## config.mk

```make
export PLATFORM = sky130hd
export DESIGN_NAME = tlb_cache
export DESIGN_NICKNAME = d
export VERILOG_FILES = /design/src/rtl/tlb_pkg.sv /design/src/rtl/tlb_slot.sv /design/src/rtl/tlb_victim.sv /design/src/rtl/tlb_lookup.sv /design/src/rtl/tlb_cache.sv
export SDC_FILE = /design/constraint.sdc
export NUM_CORES = 1
export LEC_CHECK = 0
export ABC_AREA = 1
export BUFFER_PORTS_ARGS = -buffer_cell sky130_fd_sc_hd__buf_2
export CORE_UTILIZATION = 30
export DETAILED_ROUTE_END_ITERATION = 8
export MAX_ROUTING_LAYER = met4
export PLACE_DENSITY = 0.5
export SLEW_MARGIN = 20
export SYNTH_ARGS = -nofsm -noshare
export SYNTH_HDL_FRONTEND = slang
export SYNTH_SLANG_ARGS = --single-unit
```

## constraint.sdc

```tcl
create_clock -name clk -period 6.2 [get_ports clk]
set_input_delay 0 -clock clk [delete_from_list [all_inputs] [get_ports clk]]
set_output_delay 0 -clock clk [all_outputs]
set_load 0.01 [all_outputs]
```

## src/rtl/tlb_pkg.sv

```systemverilog
package tlb_pkg;
  localparam int VPN_W   = 20;
  localparam int PFN_W   = 20;
  localparam int SUPER_W = 10;
  localparam int ATTR_W  = 6;
  localparam int HI_W    = VPN_W - SUPER_W;

  typedef struct packed {
    logic              glb;
    logic              big;
    logic [VPN_W-1:0]  tag;
    logic [PFN_W-1:0]  pfn;
    logic [ATTR_W-1:0] attr;
  } tlb_ent_t;

  // True when a slot holding (tag, big) translates page va.
  function automatic logic covers(input logic [VPN_W-1:0] tag, input logic big,
                                  input logic [VPN_W-1:0] va);
    logic hi_eq, lo_eq;
    hi_eq = (tag[VPN_W-1:SUPER_W] == va[VPN_W-1:SUPER_W]);
    lo_eq = (tag[SUPER_W-1:0] == va[SUPER_W-1:0]);
    return hi_eq && (big || lo_eq);
  endfunction

  // True when two mappings share any page.
  function automatic logic overlaps(input logic [VPN_W-1:0] tag_a, input logic big_a,
                                    input logic [VPN_W-1:0] tag_b, input logic big_b);
    logic hi_eq, lo_eq;
    hi_eq = (tag_a[VPN_W-1:SUPER_W] == tag_b[VPN_W-1:SUPER_W]);
    lo_eq = (tag_a[SUPER_W-1:0] == tag_b[SUPER_W-1:0]);
    return hi_eq && (big_a || big_b || lo_eq);
  endfunction
endpackage

```

## src/rtl/tlb_slot.sv

```systemverilog
module tlb_slot
  import tlb_pkg::*;
(
  input  logic             clk,
  input  logic             rst_n,
  input  logic [VPN_W-1:0] lk_vpn,
  input  logic             flush_all,
  input  logic             inval_en,
  input  logic [VPN_W-1:0] inval_vpn,
  input  logic [VPN_W-1:0] fill_vpn,
  input  logic             fill_large,
  input  logic             fill_go,
  input  logic             wr_sel,
  input  tlb_ent_t         wr_ent,
  output logic             vld,
  output logic             lk_match,
  output logic             ovl_match,
  output tlb_ent_t         ent
);
  logic     vld_q, vld_d;
  tlb_ent_t ent_q, ent_d;
  logic     inv_match, ent_en;

  always_comb begin
    lk_match  = vld_q && covers(ent_q.tag, ent_q.big, lk_vpn);
    inv_match = vld_q && covers(ent_q.tag, ent_q.big, inval_vpn);
    ovl_match = vld_q && overlaps(ent_q.tag, ent_q.big, fill_vpn, fill_large);
  end

  always_comb begin
    vld_d  = vld_q;
    ent_d  = ent_q;
    ent_en = 1'b0;
    if (wr_sel) begin
      vld_d  = 1'b1;
      ent_d  = wr_ent;
      ent_en = 1'b1;
    end else if (inval_en && inv_match) begin
      vld_d = 1'b0;
    end else if (flush_all && !ent_q.glb) begin
      vld_d = 1'b0;
    end else if (fill_go && ovl_match) begin
      vld_d = 1'b0;
    end
  end

  always_ff @(posedge clk or negedge rst_n) begin
    if (!rst_n) vld_q <= 1'b0;
    else        vld_q <= vld_d;
  end

  always_ff @(posedge clk) begin
    if (ent_en) ent_q <= ent_d;
  end

  assign vld = vld_q;
  assign ent = ent_q;

  a_r4_flush_keeps_global: assert property (@(posedge clk) disable iff (!rst_n)
    (flush_all && vld_q && ent_q.glb && !(inval_en && inv_match)) |=> vld_q);
  a_r4_flush_drops_local: assert property (@(posedge clk) disable iff (!rst_n)
    (flush_all && !ent_q.glb) |=> !vld_q);
  a_r5_inval_clears: assert property (@(posedge clk) disable iff (!rst_n)
    (inval_en && inv_match) |=> !vld_q);
  a_r8_no_fill_on_flush: assert property (@(posedge clk) disable iff (!rst_n)
    ((flush_all || inval_en) && !vld_q) |=> !vld_q);
endmodule

```

## src/rtl/tlb_victim.sv

```systemverilog
module tlb_victim #(
  parameter int NUM_ENTRIES = 8
) (
  input  logic                   clk,
  input  logic                   rst_n,
  input  logic                   fill_go,
  input  logic [NUM_ENTRIES-1:0] vld_vec,
  input  logic [NUM_ENTRIES-1:0] ovl_vec,
  output logic [NUM_ENTRIES-1:0] wr_vec
);
  localparam int IDX_W = (NUM_ENTRIES > 1) ? $clog2(NUM_ENTRIES) : 1;
  localparam logic [IDX_W-1:0] LAST = IDX_W'(NUM_ENTRIES - 1);

  logic [IDX_W-1:0]       ptr_q, ptr_d;
  logic [NUM_ENTRIES-1:0] free_vec, first_free, first_ovl, rr_vec;
  logic                   any_free, any_ovl, use_rr;

  assign free_vec = ~vld_vec;
  assign any_free = |free_vec;
  assign any_ovl  = |ovl_vec;

  // Lowest-index select on the free and overlap vectors.
  generate
    for (genvar i = 0; i < NUM_ENTRIES; i++) begin : g_pri
      if (i == 0) begin : g_first
        assign first_free[i] = free_vec[i];
        assign first_ovl[i]  = ovl_vec[i];
      end else begin : g_rest
        assign first_free[i] = free_vec[i] && !(|free_vec[i-1:0]);
        assign first_ovl[i]  = ovl_vec[i]  && !(|ovl_vec[i-1:0]);
      end
      assign rr_vec[i] = (ptr_q == IDX_W'(i));
    end
  endgenerate

  always_comb begin
    use_rr = 1'b0;
    wr_vec = '0;
    if (fill_go) begin
      if (any_ovl)       wr_vec = first_ovl;
      else if (any_free) wr_vec = first_free;
      else begin
        wr_vec = rr_vec;
        use_rr = 1'b1;
      end
    end
  end

  always_comb begin
    ptr_d = ptr_q;
    if (use_rr) ptr_d = (ptr_q == LAST) ? '0 : ptr_q + 1'b1;
  end

  always_ff @(posedge clk or negedge rst_n) begin
    if (!rst_n) ptr_q <= '0;
    else        ptr_q <= ptr_d;
  end

  a_r7_ptr_moves_on_evict_only: assert property (@(posedge clk) disable iff (!rst_n)
    !(fill_go && !any_ovl && !any_free) |=> $stable(ptr_q));
  a_r6_single_write: assert property (@(posedge clk) disable iff (!rst_n)
    $onehot0(wr_vec));
  a_r6_free_first: assert property (@(posedge clk) disable iff (!rst_n)
    (fill_go && !any_ovl && any_free) |-> ((wr_vec & vld_vec) == '0));
endmodule

```

## src/rtl/tlb_lookup.sv

```systemverilog
module tlb_lookup
  import tlb_pkg::*;
#(
  parameter int NUM_ENTRIES = 8
) (
  input  logic                   clk,
  input  logic                   rst_n,
  input  logic [NUM_ENTRIES-1:0] hit_vec,
  input  tlb_ent_t               ents [NUM_ENTRIES],
  output logic                   hit,
  output tlb_ent_t               sel
);
  always_comb begin
    sel = '0;
    for (int i = 0; i < NUM_ENTRIES; i++) begin
      if (hit_vec[i]) sel = sel | ents[i];
    end
    hit = |hit_vec;
  end

  a_r10_onehot_match: assert property (@(posedge clk) disable iff (!rst_n)
    $onehot0(hit_vec));
endmodule

```

## src/rtl/tlb_cache.sv

```systemverilog
module tlb_cache
  import tlb_pkg::*;
#(
  parameter int NUM_ENTRIES = 8
) (
  input  logic              clk,
  input  logic              rst_n,
  input  logic [VPN_W-1:0]  lk_vpn,
  output logic              lk_hit,
  output logic [PFN_W-1:0]  lk_pfn,
  output logic [ATTR_W-1:0] lk_attr,
  output logic              lk_global,
  output logic              lk_large,
  input  logic              fill_en,
  input  logic [VPN_W-1:0]  fill_vpn,
  input  logic [PFN_W-1:0]  fill_pfn,
  input  logic [ATTR_W-1:0] fill_attr,
  input  logic              fill_global,
  input  logic              fill_large,
  input  logic              flush_all,
  input  logic              inval_en,
  input  logic [VPN_W-1:0]  inval_vpn
);
  logic [NUM_ENTRIES-1:0] vld_vec, hit_vec, ovl_vec, wr_vec;
  tlb_ent_t               ents [NUM_ENTRIES];
  tlb_ent_t               wr_ent, sel;
  logic                   fill_go;

  // Invalidation of either kind wins over a fill in the same cycle.
  assign fill_go = fill_en && !flush_all && !inval_en;

  always_comb begin
    wr_ent.glb  = fill_global;
    wr_ent.big  = fill_large;
    wr_ent.tag  = fill_vpn;
    wr_ent.pfn  = fill_pfn;
    wr_ent.attr = fill_attr;
  end

  generate
    for (genvar i = 0; i < NUM_ENTRIES; i++) begin : g_slot
      tlb_slot u_slot (
        .clk       (clk),
        .rst_n     (rst_n),
        .lk_vpn    (lk_vpn),
        .flush_all (flush_all),
        .inval_en  (inval_en),
        .inval_vpn (inval_vpn),
        .fill_vpn  (fill_vpn),
        .fill_large(fill_large),
        .fill_go   (fill_go),
        .wr_sel    (wr_vec[i]),
        .wr_ent    (wr_ent),
        .vld       (vld_vec[i]),
        .lk_match  (hit_vec[i]),
        .ovl_match (ovl_vec[i]),
        .ent       (ents[i])
      );
    end
  endgenerate

  tlb_victim #(.NUM_ENTRIES(NUM_ENTRIES)) u_victim (
    .clk     (clk),
    .rst_n   (rst_n),
    .fill_go (fill_go),
    .vld_vec (vld_vec),
    .ovl_vec (ovl_vec),
    .wr_vec  (wr_vec)
  );

  tlb_lookup #(.NUM_ENTRIES(NUM_ENTRIES)) u_lookup (
    .clk     (clk),
    .rst_n   (rst_n),
    .hit_vec (hit_vec),
    .ents    (ents),
    .hit     (lk_hit),
    .sel     (sel)
  );

  always_comb begin
    lk_attr   = sel.attr;
    lk_global = sel.glb;
    lk_large  = sel.big;
    lk_pfn    = sel.big ? {sel.pfn[PFN_W-1:SUPER_W], lk_vpn[SUPER_W-1:0]} : sel.pfn;
  end

  a_r8_fill_blocked: assert property (@(posedge clk) disable iff (!rst_n)
    (flush_all || inval_en) |-> (wr_vec == '0));
  a_r1_reset_empty: assert property (@(posedge clk)
    $rose(rst_n) |-> (vld_vec == '0));
endmodule

```

==> results.json, run 1 <==
{
  "required_ns": 6.51,
  "die_w_um": 273.4,
  "dp_hpwl_um": 66110,
  "fin_util_pct": 35.15,
  "cts_resized": 0,
  "drt-total-wl_um": 94950,
  "numClockSinks": 395,
  "drt-initial-drc-count": 2082,
  "die_h_um": 273.4,
  "place.gp.congestion": 0.9953,
  "syn_nets": 2554,
  "num_rows": 99,
  "cts_tree": "built",
  "fin_tns_setup_ns": 0,
  "synthTopCellsByArea": "edfxtp_1, nand2_1, nor2_1, inv_1, xnor2_1",
  "cts_max_path_buffers": 3,
  "synth-seq-cells": 395,
  "vias_per_cell": 5.299,
  "arrival_ns": 4.48,
  "postRouteAntennaNets": 0,
  "grt_max_degree": 36,
  "post_cts_buffers": 0,
  "cts_made_buffers": 48,
  "critPathMaxFanout": 33,
  "p_leak_nw": 10.12,
  "synth_cells": 2455,
  "drv_cap": 0,
  "synth_area_per_cell_um2": 9.004,
  "io_pins": 122,
  "htree_levels": 2,
  "io_buffers": 121,
  "hold_path.class": "primary input to flip-flop",
  "overflow": 0,
  "synth_ff_type": "edfxtp_1",
  "antenna_found_initial": 1,
  "die-area_mm2": 0.07477,
  "wl_per_cell_um": 26.29,
  "hold_violations": 0,
  "dr.pass1.iters": 6,
  "powerDensity_mw_per_mm2": 249.4,
  "period_needed_ns": 4.171,
  "relSlewSlack_pct": 28.41,
  "synth_top_area_cell": "edfxtp_1",
  "clock-skew-final_ns": 0.03560,
  "syn2layout_area_growth_pct": 16.01,
  "grt_pass1_vias": 18350,
  "yosysUniqueCellTypes": 59,
  "clk_pin_slew_ns": 0.06,
  "finalSetupViolCount": 0,
  "finalMaxSlewViolations": 0,
  "path_class": "flip-flop to flip-flop",
  "endpoint_kind": "flip-flop",
  "clk_latency_ns": 0.62,
  "rsz0062_at_grt": "no",
  "peakVddDrop_mv": 0.2029,
  "place_ws_ns": 2.390,
  "groute.usage.overall_pct": 25.83,
  "synthArstFlopShare_pct": 2.785,
  "start_util_pct": 30.30,
  "ys_warn_count": 0,
  "setup_slack_ns": 2.029,
  "holdBufCountCts": 51,
  "grt_pass1_wl_um": 134400,
  "start_kind": "flip-flop",
  "yosysSeqAreaShare_pct": 53.41,
  "finalNetCount": 2711,
  "clock.fmax_mhz": 239.8,
  "netlist_area_mm2": 0.02210,
  "status": "completed",
  "final.period_utilization_pct": 67.27,
  "root_buffer": "clkbuf_16",
  "synth_edf_count": 384,
  "drcViolationCount": 0,
  "netlist.area_leader.share_pct": 52.17,
  "vias": 19134,
  "tightest_slew_ns": 1.072,
  "drive_above_1_share_pct": 11.40,
  "coreArea_mm2": 0.07296
}
## report_power, final
group	internal [W]	switching (W)	total, W
clock network	0.00168	0.00122	0.00290
logic	0.000143	0.000385	0.000529
registers	0.00295	0.0000167	0.00297
## registers in the layout (all words and copies together), names as in the netlist
| signal | flops |
|---|---|
| u_victim.ptr_q | 3 |
| g_slot.u_slot.ent | 384 |
| g_slot.u_slot.vld | 8 |
## final timing paths
check | startpoint | depth (start not counted) | endpoint | slack [ns]
worst max-delay path | g_slot[4].u_slot.vld$_DFFE_PN0P_ | 10 | g_slot[5].u_slot.ent[42]$_DFFE_PP_ | 2.03
worst min register to register | u_victim.ptr_q[1]$_DFFE_PN0P_ | 2 | u_victim.ptr_q[1]$_DFFE_PN0P_ | 0.55
worst max register to register | g_slot[4].u_slot.vld$_DFFE_PN0P_ | 10 | g_slot[5].u_slot.ent[42]$_DFFE_PP_ | 2.03
min in group asynchronous | rst_n | 3 | g_slot[1].u_slot.vld$_DFFE_PN0P_ | 0.52
max in group asynchronous | rst_n | 3 | g_slot[6].u_slot.vld$_DFFE_PN0P_ | 5.20
worst min-delay path | fill_en | 5 | u_victim.ptr_q[1]$_DFFE_PN0P_ | 0.08
## cell usage in the layout (no fill, tap or decap), types with 4 or more instances in the layout
cell | synthesis | routed
nand2_1 | 676 | 675
edfxtp_1 | 384 | 384
nor2_1 | 290 | 289
inv_1 | 209 | 204
nand3_1 | 143 | 143
buf_2 | 15 | 121
nand4_1 | 109 | 109
xnor2_1 | 89 | 89
a22oi_1 | 68 | 68
xor2_1 | 64 | 64
o21ai_0 | 60 | 60
dlygate4sd3_1 | 0 | 51
clkbuf_16 | 0 | 48
o22ai_1 | 37 | 37
inv_2 | 32 | 34
nor3_1 | 33 | 33
a21oi_1 | 23 | 23
nor4_1 | 19 | 19
buf_4 | 39 | 17
clkinv_1 | 1 | 15
o21ai_1 | 14 | 14
o2111ai_1 | 13 | 13
nand2_2 | 10 | 11
dfrtp_1 | 11 | 11
clkinv_2 | 0 | 10
a21oi_2 | 8 | 8
nor3b_1 | 7 | 7
or2_2 | 7 | 7
nand3_2 | 6 | 6
ha_1 | 6 | 6
bufinv_16 | 0 | 6
nand3b_1 | 5 | 5
a211oi_1 | 5 | 5
clkbuf_1 | 18 | 5
inv_4 | 3 | 4
o211ai_1 | 4 | 4
## area by class of cell
| class | count | area, µm² |
|---|---|---|
| Timing Repair Buffer | 189 | 1244 |
| Tap cell | 959 | 1200 |
| Sequential cell | 395 | 11810 |
| Clock inverter | 35 | 394.1 |
| Fill cell | 7483 | 47320 |
| Inverter | 246 | 943.4 |
| Multi-Input combinational cell | 1732 | 8831 |
| Clock buffer | 53 | 1220 |
| Antenna cell | 2 | 5.005 |
## worst max-delay path, cell delays in order (launching register included)
cell and delay [ns]:
dfrtp_1 0.58, inv_1 0.25, nor2_1 0.17, nand2_1 0.07
nor4b_1 0.68, nand4_1 0.46, nand3b_2 0.21, nand2_1 0.08
nand2_2 0.07, clkinv_2 0.73, buf_4 0.54
## synth_stat cells, types with 3 or more instances
master / instances
inv_2: 32
buf_6: 7
a21oi_2: 8
o21ai_1: 14
a21oi_1: 23
buf_4: 39
and2_1: 3
ha_1: 6
nand3_2: 6
xor2_1: 64
o2111ai_1: 13
o22ai_1: 37
nor3_2: 3
nand3b_1: 5
clkbuf_1: 18
nor4_1: 19
a22oi_1: 68
o21ai_2: 3
edfxtp_1: 384
xnor2_1: 89
nor3b_1: 7
nand4_1: 109
inv_1: 209
inv_4: 3
dfrtp_1: 11
a211oi_1: 5
nor3_1: 33
nor2_1: 290
o21ai_0: 60
nand3_1: 143
buf_2: 15
or2_2: 7
nand2_2: 10
o211ai_1: 4
nand2_1: 676
## stage by stage
step | total power [W] | std cells | hold slack, ns | cell area, µm²
global route | 0.006575 | 3610 | 0.1130 | 25640
global placement | 0.003518 | 3470 | -0.06236 | 23510
finish | 0.006396 | 3611 | 0.08135 | 25640
detailed placement | 0.003515 | 3470 | -0.06315 | 23510
CTS | 0.006451 | 3609 | 0.04248 | 25640
floorplan | 0.003290 | 2455 | -0.2956 | 22100
## cell families after synthesis
group	share of synthesized area [%]
AO/OA/AOI/OAI	7.161
XOR/XNOR	6.063
adder cells (fa/ha/maj)	0.3396
buffers and inverters	6.679
flip-flops	53.41
AND/OR/NAND/NOR	26.34
## layer usage
metal | vias to the layer above | GRT usage (%) | routed length, µm
met1 | 9352 | 35.68 | 42660
met4 | 0 | 8.924 | 3653
met5 | - | - | 0
li1 | 8689 | - | -
met2 | 911 | 38.22 | 41370
met3 | 182 | 4.070 | 7270
Note: power is estimated with default switching activity, not from simulation.
==> run 2: changes to the inputs <==
==> constraint.sdc (replaced) <==
create_clock -name clk -period 4.15 [get_ports clk]
set_input_delay 0 -clock clk [delete_from_list [all_inputs] [get_ports clk]]
set_output_delay 0 -clock clk [all_outputs]
set_load 0.01 [all_outputs]
==> results.json, run 2 (synthesis results as in run 1) <==
{
  "status": "completed",
  "placed_cells_incl_taps": 3488,
  "dr_wl_met3_um": 8357,
  "peakVddDrop_mv": 0.2879,
  "grt_pass1_wl_um": 133800,
  "fin_tns_setup_ns": 0,
  "hold_path.startpoint": "fill_en",
  "postRouteAntennaNets": 0,
  "r2r_slack_ns": 0.57,
  "cp.depth": 8,
  "powerDensity_mw_per_mm2": 369.6,
  "largest_reg_flops": 384,
  "fin_cells": 3625,
  "critPathMaxStageDelay_ns": 0.78,
  "clock.fmax_mhz": 279.7,
  "path_class": "flip-flop to flip-flop",
  "cts_resized": 0,
  "critPathMaxFanout": 34,
  "final.period_utilization_pct": 86.15,
  "rsz0062_at_grt": "no",
  "drt-initial-drc-count": 2494,
  "die-area_mm2": 0.07477,
  "coreArea_mm2": 0.07296,
  "p_clk_share_pct": 45.1,
  "period_needed_ns": 3.575,
  "grt_max_degree": 49,
  "antenna_found_initial": 3,
  "maxUsedRoutingLayer": "met4",
  "cts_made_buffers": 47,
  "clock-skew-final_ns": 0.07993,
  "clk_pin_slew_ns": 0.06,
  "endpoint_kind": "flip-flop",
  "layout_commonest_cell": "nand2_1",
  "final_cell_mix": "nand2_1, edfxtp_1, nor2_1",
  "root_buffer": "clkbuf_16",
  "r2r_end": "g_slot[6].u_slot.ent[29]$_DFFE_PP_",
  "numClockSinks": 395,
  "finalMaxSlewViolations": 0,
  "cp_common_cell": "nand4_1",
  "required_ns": 4.44,
  "start_kind": "flip-flop",
  "crit_path_top_delay_cell": "nor4b_1",
  "grt_pass1_vias": 18793,
  "arrival_ns": 3.87,
  "finalNetCount": 2728,
  "dp_hpwl_um": 64140,
  "relSlewSlack_pct": 32.30,
  "wl_met2_um": 40750,
  "drt-total-wl_um": 93490,
  "comb_power_share_pct": 8.5,
  "tightest_slew_ns": 1.010,
  "holdPathEnd": "u_victim.ptr_q[0]$_DFFE_PN0P_",
  "cp_top_family": "simple AND/OR/NAND/NOR gates",
  "groute.usage.overall_pct": 25.45,
  "die_w_um": 273.4,
  "p_leak_nw": 10.23,
  "netSwitchingPower_w": 0.002409,
  "syn2layout_area_growth_pct": 16.95,
  "crit_buf_inv": 2,
  "vias": 19537,
  "start_util_pct": 30.30,
  "m1WireLength_um": 39810,
  "vias_per_cell": 5.390,
  "hold_violations": 0,
  "cts_tree": "built",
  "drcViolationCount": 0,
  "wl_per_cell_um": 25.79,
  "hold_path.class": "primary input to flip-flop",
  "seqPwrFrac_pct": 46.4,
  "num_rows": 99,
  "fillCellCount": 7368,
  "post_cts_buffers": 0,
  "place.gp.congestion": 1.033,
  "drv_cap": 0,
  "dr.pass1.iters": 8,
  "r2r_cells": 8,
  "clk_latency_ns": 0.63,
  "io_pins": 122,
  "io_buffers": 121,
  "swShare_pct": 25.21,
  "cts_max_path_buffers": 3,
  "r2r_start": "g_slot[4].u_slot.vld$_DFFE_PN0P_",
  "die_h_um": 273.4,
  "htree_levels": 2,
  "overflow": 0,
  "drive_above_1_share_pct": 11.94,
  "p_int_w": 0.007145,
  "path_cells": "inv_1 > nor2_1 > nand2_1 > nor4b_1 > nand4_1 > nand4_1 > nand2_2 > buf_12",
  "holdPathStages": 5,
  "finalSetupViolCount": 0
}
run 2: layer usage:
metal	track usage, %	vias to the layer above
li1	-	8719
met1	33.33	9476
met2	37.87	1081
met3	4.956	261
met4	11.58	0
met5	-	-
run 2: through the flow:
step,power [W],instance area (µm²),util (%),hold slack [ns],setup slack [ns]
global route,0.009799,25850,35.43,0.06944,0.4372
CTS,0.009601,25840,35.42,0.009162,0.6752
finish,0.009554,25850,35.43,0.02964,0.5748
floorplan,0.004915,22100,-,-0.2956,0.2530
global placement,0.005265,23740,32.54,-0.07505,0.6604
detailed placement,0.005265,23740,32.54,-0.07520,0.7390
run 2: worst max path at each step:
| stage | end | start |
|---|---|---|
| 5_1_grt | lk_pfn[4] | g_slot[3].u_slot.ent[41]$_DFFE_PP_ |
| 2_1_floorplan | g_slot[7].u_slot.ent[0]$_DFFE_PP_ | g_slot[0].u_slot.ent[28]$_DFFE_PP_ |
| 4_1_cts | g_slot[6].u_slot.ent[29]$_DFFE_PP_ | g_slot[4].u_slot.vld$_DFFE_PN0P_ |
| 6_report | g_slot[6].u_slot.ent[29]$_DFFE_PP_ | g_slot[4].u_slot.vld$_DFFE_PN0P_ |
| 3_5_place_dp | g_slot[6].u_slot.ent[29]$_DFFE_PP_ | g_slot[4].u_slot.vld$_DFFE_PN0P_ |
| 3_3_place_gp | g_slot[6].u_slot.ent[37]$_DFFE_PP_ | g_slot[4].u_slot.vld$_DFFE_PN0P_ |
run 2: cell type report:
cell class / count / area [µm²] / area share (%)
Sequential cell: 395 / 11810 / 45.67
Multi-Input combinational cell: 1732 / 8831 / 34.16
Timing Repair Buffer: 207 / 1479 / 5.721
Clock buffer: 60 / 1245 / 4.816
Tap cell: 959 / 1200 / 4.642
Inverter: 246 / 938.4 / 3.630
Clock inverter: 23 / 342.8 / 1.326
Antenna cell: 3 / 7.507 / 0.02904
run 2: tightest hold or removal path: stages:
cell	delay [ns]
buf_2	0.11
nand3_1	0.31
nor2_4	0.10
nand3_1	0.05
nand2_1	0.04
run 2: repair_timing:
| item | 4_1_cts | 5_1_grt |
|---|---|---|
| endpoints found under the hold margin | 364 | 0 |
| setup endpoints to repair | 0 | 0 |
| hold buffers | 51 | 0 |
run 2: power groups by stage:
| stage | Combinational [W] | Clock [W] | Sequential [W] |
|---|---|---|---|
| 2_1_floorplan | 0.000408 | 0 | 0.00451 |
| 3_3_place_gp | 0.000750 | 0 | 0.00452 |
| 3_5_place_dp | 0.000750 | 0 | 0.00452 |
| 4_1_cts | 0.000790 | 0.00438 | 0.00443 |
| 5_1_grt | 0.000854 | 0.00451 | 0.00443 |
| 6_report | 0.000810 | 0.00431 | 0.00443 |
